`config.mk`:
```
export PLATFORM = sky130hd
export DESIGN_NAME = host_cycle_decoder
export DESIGN_NICKNAME = d
export VERILOG_FILES = /design/src/rtl/hcd_pkg.sv /design/src/rtl/hcd_cycle_latch.sv /design/src/rtl/hcd_special_decode.sv /design/src/rtl/hcd_init_pulse.sv /design/src/rtl/host_cycle_decoder.sv
export SDC_FILE = /design/constraint.sdc
export NUM_CORES = 1
export LEC_CHECK = 0
export ABC_AREA = 1
export BUFFER_PORTS_ARGS = -buffer_cell sky130_fd_sc_hd__buf_4
export CORE_MARGIN = 2
export CORE_UTILIZATION = 55
export DETAILED_ROUTE_END_ITERATION = 16
export PLACE_DENSITY = 0.84
export SYNTH_ARGS = -nofsm -noshare
export SYNTH_HDL_FRONTEND = slang
export SYNTH_SLANG_ARGS = --single-unit
```
`constraint.sdc`:
```
create_clock -name clk_i -period 6.2 [get_ports clk_i]
set_input_delay 0.62 -clock clk_i [delete_from_list [all_inputs] [get_ports clk_i]]
set_output_delay 0.62 -clock clk_i [all_outputs]
set_load 0.05 [all_outputs]
```
`src/rtl/hcd_pkg.sv`:
```
package hcd_pkg;
  localparam int N_KIND = 8;
  localparam int N_EVT  = 6;
  // kind index equals the captured 3-bit type code
  localparam int K_INTA    = 0;
  localparam int K_SPECIAL = 1;
  localparam int K_IORD    = 2;
  localparam int K_IOWR    = 3;
  localparam int K_FETCH   = 4;
  localparam int K_RSVD    = 5;
  localparam int K_MEMRD   = 6;
  localparam int K_MEMWR   = 7;
  localparam int EV_SHUTDOWN = 0;
endpackage

```
`src/rtl/hcd_cycle_latch.sv`:
```
module hcd_cycle_latch #(
  parameter int ADDR_W = 29,
  parameter int BE_W   = 8
) (
  input  logic              clk_i,
  input  logic              rst_ni,
  input  logic              strobe_ni,
  input  logic              ready_ni,
  input  logic [2:0]        type_i,
  input  logic [ADDR_W-1:0] addr_i,
  input  logic [BE_W-1:0]   be_ni,
  output logic              active_o,
  output logic              start_o,
  output logic [2:0]        type_o,
  output logic [ADDR_W-1:0] addr_o,
  output logic [BE_W-1:0]   be_no
);
  always_ff @(posedge clk_i or negedge rst_ni) begin
    if (!rst_ni) begin
      active_o <= 1'b0;
      start_o  <= 1'b0;
      type_o   <= '0;
      addr_o   <= '0;
      be_no    <= '1;
    end else begin
      start_o <= 1'b0;
      if (!strobe_ni) begin  // new strobe wins over ready
        active_o <= 1'b1;
        start_o  <= 1'b1;
        type_o   <= type_i;
        addr_o   <= addr_i;
        be_no    <= be_ni;
      end else if (active_o && !ready_ni) begin
        active_o <= 1'b0;
      end
    end
  end
endmodule

```
`src/rtl/hcd_special_decode.sv`:
```
module hcd_special_decode #(
  parameter int BE_W  = 8,
  parameter int N_EVT = 6
) (
  input  logic             en_i,
  input  logic [BE_W-1:0]  be_ni,
  output logic [N_EVT-1:0] evt_o,
  output logic             err_o
);
  logic [BE_W-1:0] act;
  logic            single;
  logic            in_range;

  assign act      = ~be_ni;
  assign single   = $onehot(act);
  assign in_range = |act[N_EVT-1:0];

  for (genvar k = 0; k < N_EVT; k++) begin : g_evt
    assign evt_o[k] = en_i && single && act[k];
  end

  assign err_o = en_i && !(single && in_range);
endmodule

```
`src/rtl/hcd_init_pulse.sv`:
```
module hcd_init_pulse #(
  parameter int LEN = 8
) (
  input  logic clk_i,
  input  logic rst_ni,
  input  logic trig_i,
  output logic pulse_o
);
  localparam int CW = $clog2(LEN + 1);
  logic [CW-1:0] cnt_q;

  always_ff @(posedge clk_i or negedge rst_ni) begin
    if (!rst_ni)              cnt_q <= '0;
    else if (cnt_q != '0)     cnt_q <= cnt_q - 1'b1;  // retrigger absorbed
    else if (trig_i)          cnt_q <= CW'(LEN);
  end

  assign pulse_o = (cnt_q != '0);
endmodule

```
`src/rtl/host_cycle_decoder.sv`:
```
module host_cycle_decoder
  import hcd_pkg::*;
#(
  parameter int          ADDR_W    = 29,
  parameter int          INIT_LEN  = 8,
  parameter logic [31:0] PORT_ADDR = 32'h43
) (
  input  logic              clk_i,
  input  logic              rst_ni,
  input  logic              addr_strobe_ni,
  input  logic [2:0]        cyc_type_i,
  input  logic [ADDR_W-1:0] qw_addr_i,
  input  logic [7:0]        be_ni,
  input  logic              ready_ni,
  output logic              inta_o,
  output logic              special_o,
  output logic              io_rd_o,
  output logic              io_wr_o,
  output logic              fetch_o,
  output logic              mem_rd_o,
  output logic              mem_wr_o,
  output logic              invalid_o,
  output logic [5:0]        evt_o,
  output logic              be_err_o,
  output logic              port_sel_o,
  output logic              init_o
);
  localparam int BE_W = 8;
  localparam logic [ADDR_W-1:0] PORT_QW = ADDR_W'(PORT_ADDR >> 3);
  localparam int PORT_LANE = int'(PORT_ADDR[2:0]);

  logic              active, start;
  logic [2:0]        type_q;
  logic [ADDR_W-1:0] addr_q;
  logic [BE_W-1:0]   be_nq;
  logic [N_KIND-1:0] kind_oh;

  hcd_cycle_latch #(.ADDR_W(ADDR_W), .BE_W(BE_W)) u_latch (
    .clk_i, .rst_ni,
    .strobe_ni(addr_strobe_ni), .ready_ni,
    .type_i(cyc_type_i), .addr_i(qw_addr_i), .be_ni,
    .active_o(active), .start_o(start),
    .type_o(type_q), .addr_o(addr_q), .be_no(be_nq)
  );

  for (genvar k = 0; k < N_KIND; k++) begin : g_kind
    assign kind_oh[k] = active && (type_q == 3'(k));
  end

  assign inta_o    = kind_oh[K_INTA];
  assign special_o = kind_oh[K_SPECIAL];
  assign io_rd_o   = kind_oh[K_IORD];
  assign io_wr_o   = kind_oh[K_IOWR];
  assign fetch_o   = kind_oh[K_FETCH];
  assign invalid_o = kind_oh[K_RSVD];
  assign mem_rd_o  = kind_oh[K_MEMRD];
  assign mem_wr_o  = kind_oh[K_MEMWR];

  hcd_special_decode #(.BE_W(BE_W), .N_EVT(N_EVT)) u_spec (
    .en_i(kind_oh[K_SPECIAL]), .be_ni(be_nq),
    .evt_o, .err_o(be_err_o)
  );

  assign port_sel_o = kind_oh[K_IOWR] && (addr_q == PORT_QW) && !be_nq[PORT_LANE];

  hcd_init_pulse #(.LEN(INIT_LEN)) u_init (
    .clk_i, .rst_ni,
    .trig_i(start && evt_o[EV_SHUTDOWN]),
    .pulse_o(init_o)
  );
endmodule

```
==> impl_metrics.py <==
metrics = {
    "status": {
        "outcome": "finished, final reports clean",
    },
    "drt": {
        "vias_per_cell": 4.753,
        "dr.pass1.iters": 4,
        "wire_per_inst_um": 11.65,
        "route.detailed.drc": 0,
        "ant_nets": 0,
        "drtIter0Drc": 116,
        "postRouteWirelength_um": 4485,
        "vias": 1830,
    },
    "finish": {
        "final_common_cell": "nand2_1",
        "drive_gt1_frac": 0.2716,
        "layout.cells.non_filler": 385,
        "antenna_cells": 0,
        "nFillCells": 317,
        "final_nets": 391,
        "area_growth_pct": 25.90,
        "final_cell_mix": "nand2_1, buf_4, dfrtp_1",
    },
    "sta": {
        "finalSetupTns_ns": 0,
        "setup_viol": 0,
        "rsz0062_at_grt": "no",
        "fin_crit_sh": 0.6825,
        "slew_violations": 0,
        "slew_headroom": 0.4682,
        "max_freq_ghz": 0.2363,
        "clock-skew-final_ns": 0.001969,
        "period_needed_ns": 4.231,
        "worstMarginPinSlew_ns": 0.7965,
        "finalHoldViolCount": 0,
    },
    "cts": {
        "clk_pin_slew_ns": 0.08,
        "worstSkewPairLatency_ns": 0.29,
        "cts_setup_buffers": 0,
        "clkSinkCount": 46,
        "cts_resized": 0,
        "cts_tree": "done",
        "max-clock-path-buffers": 2,
        "h-tree-depth": 2,
        "postCtsHoldBufs": 0,
        "cts_made_buffers": 5,
        "cts-root-buf": "clkbuf_8",
    },
    "min_path": {
        "hp-class": "in -> async",
    },
    "worst_setup_path": {
        "startpoint_type": "register",
        "worstSetupPathType": "reg -> out",
        "rr_startpoint": "u_latch.be_no[5]",
        "crit_required_ns": 5.58,
        "path_max_fanout": 6,
        "critPathLaunch": "u_latch.be_no[5]",
        "cp-end-kind": "output port",
        "arrival_ns": 3.61,
    },
    "placed_design": {
        "dp_hpwl_um": 3266,
        "placedCellCount": 377,
        "portBuffers": 60,
        "gp_congestion": 0.8469,
    },
    "pwr": {
        "p_per_area_mw_per_mm2": 266.3,
        "leakage_nw": 1.573,
        "irDropWorstVdd_mv": 0.1705,
    },
    "floorplan": {
        "coreArea_mm2": 0.003971,
        "die-area_mm2": 0.004621,
        "die_h_um": 67.98,
        "initial_core_util": 0.5668,
        "ios": 61,
        "dieWidth_um": 67.98,
        "std_cell_rows": 23,
    },
    "grt": {
        "grtUsageTotal": 0.2168,
        "grt_max_degree": 53,
        "antenna_found_initial": 0,
        "grt_pass1_vias": 1742,
        "grt_remaining_overflow": 0,
        "grt_pass1_wl_um": 7320,
    },
    "flow_run": {
        "maxCapViolations": 0,
    },
    "synthesis": {
        "yosysUniqueCellTypes": 19,
        "syn_inst": 275,
        "avgSynthCellArea_um2": 8.185,
        "yosysWarnings": 0,
        "synth.ff_latch_count": 46,
        "seq_area_frac_synth": 0.5158,
        "syn_nets": 332,
        "syn_area_mm2": 0.002251,
    },
}
[kinds of logic (layout without fill, tap and decap cells)]
kind of cell | count (synthesis) | after routing | share of synthesized area
AND/OR/NAND/NOR | 164 | 164 | 0.2979
flip-flops | 46 | 46 | 0.5158
buffers and inverters | 37 | 97 | 0.06726
AO/OA/AOI/OAI | 15 | 15 | 0.03335
adder cells (fa/ha/maj) | 13 | 13 | 0.08561
[cells in the mapped netlist]
cell type / number / area (um^2)
buf_2: 8 / 40.04
nand2_2: 1 / 6.260
inv_1: 26 / 97.59
nand2_1: 118 / 442.9
fa_1: 4 / 80.08
dfrtp_1: 38 / 950.9
nor2_2: 8 / 50.05
nand3_1: 4 / 20.02
or2_2: 1 / 6.260
a21oi_1: 1 / 5.000
ha_1: 9 / 112.6
nor2_4: 3 / 33.78
inv_4: 1 / 6.260
and3_1: 1 / 6.260
inv_2: 2 / 7.510
dfstp_2: 8 / 210.2
o21ai_0: 5 / 25.02
o21ai_1: 9 / 45.04
nor2_1: 28 / 105.1
[path summary, 6_finish.rpt]
path / slack (ns) / to / depth (start not counted)
setup / recovery: 1.97 / evt_o[3] / 14
hold / removal: 0.32 / u_latch.type_o[1] / 1
setup reg to reg: 3.03 / u_init.cnt_q[3] / 13
hold reg to reg: 0.48 / u_latch.addr_o[1] / 2
max in group asynchronous: 5.51 / u_latch.be_no[7] / 1
min in group clk_i: 0.48 / u_latch.addr_o[1] / 2
[metal layers]
metal | vias up | GRT usage | routed length (um)
li1 | 937 | - | -
met2 | 63 | 0.3701 | 2120
met4 | 0 | 0.1050 | 91
met5 | - | 0 | 0
met1 | 821 | 0.2620 | 1979
met3 | 9 | 0.04276 | 293
[power by group]
group,internal [W],switching [W]
Sequential,0.000330,0.0000187
Combinational,0.0000724,0.000115
Clock,0.000120,0.0000980
[flip-flops by register name (all words and copies together), names as in the netlist]
name	flops
u_latch.start_o	1
u_latch.active_o	1
u_init.cnt_q	4
u_latch.addr_o	29
u_latch.type_o	3
u_latch.be_no	8
[critical path: stages (launching register included)]
cell     delay [ns]
dfstp_2        0.57
inv_1          0.06
ha_1           0.20
fa_1           0.50
inv_1          0.05
fa_1           0.53
inv_1          0.04
ha_1           0.20
fa_1           0.42
nor2_1         0.09
nand3_1        0.13
nor2_4         0.14
inv_4          0.07
nor2_2         0.09
buf_4          0.20
[cell type report]
type	count	area [um^2]	area share
Clock buffer	6	72.57	0.02561
Clock inverter	2	37.54	0.01325
Inverter	29	111.4	0.03929
Multi-Input combinational cell	192	938.4	0.3311
Sequential cell	46	1161	0.4097
Tap cell	50	62.56	0.02208
Timing Repair Buffer	60	450.4	0.1589
[stage by stage]
stage	hold slack [ns]	util	setup slack, ns	cell area [um^2]	total power (W)
floorplan	0.3244	-	2.269	2251	0.0004773
detailed placement	0.4584	0.6859	2.261	2724	0.0005426
CTS	0.3285	0.7136	1.938	2834	0.0007601
global placement	0.4566	0.6859	2.366	2724	0.0005348
finish	0.3202	0.7136	1.969	2834	0.0007546
global route	0.3522	0.7136	1.778	2834	0.0008008
No activity file was read; power rests on OpenSTA's default activity.
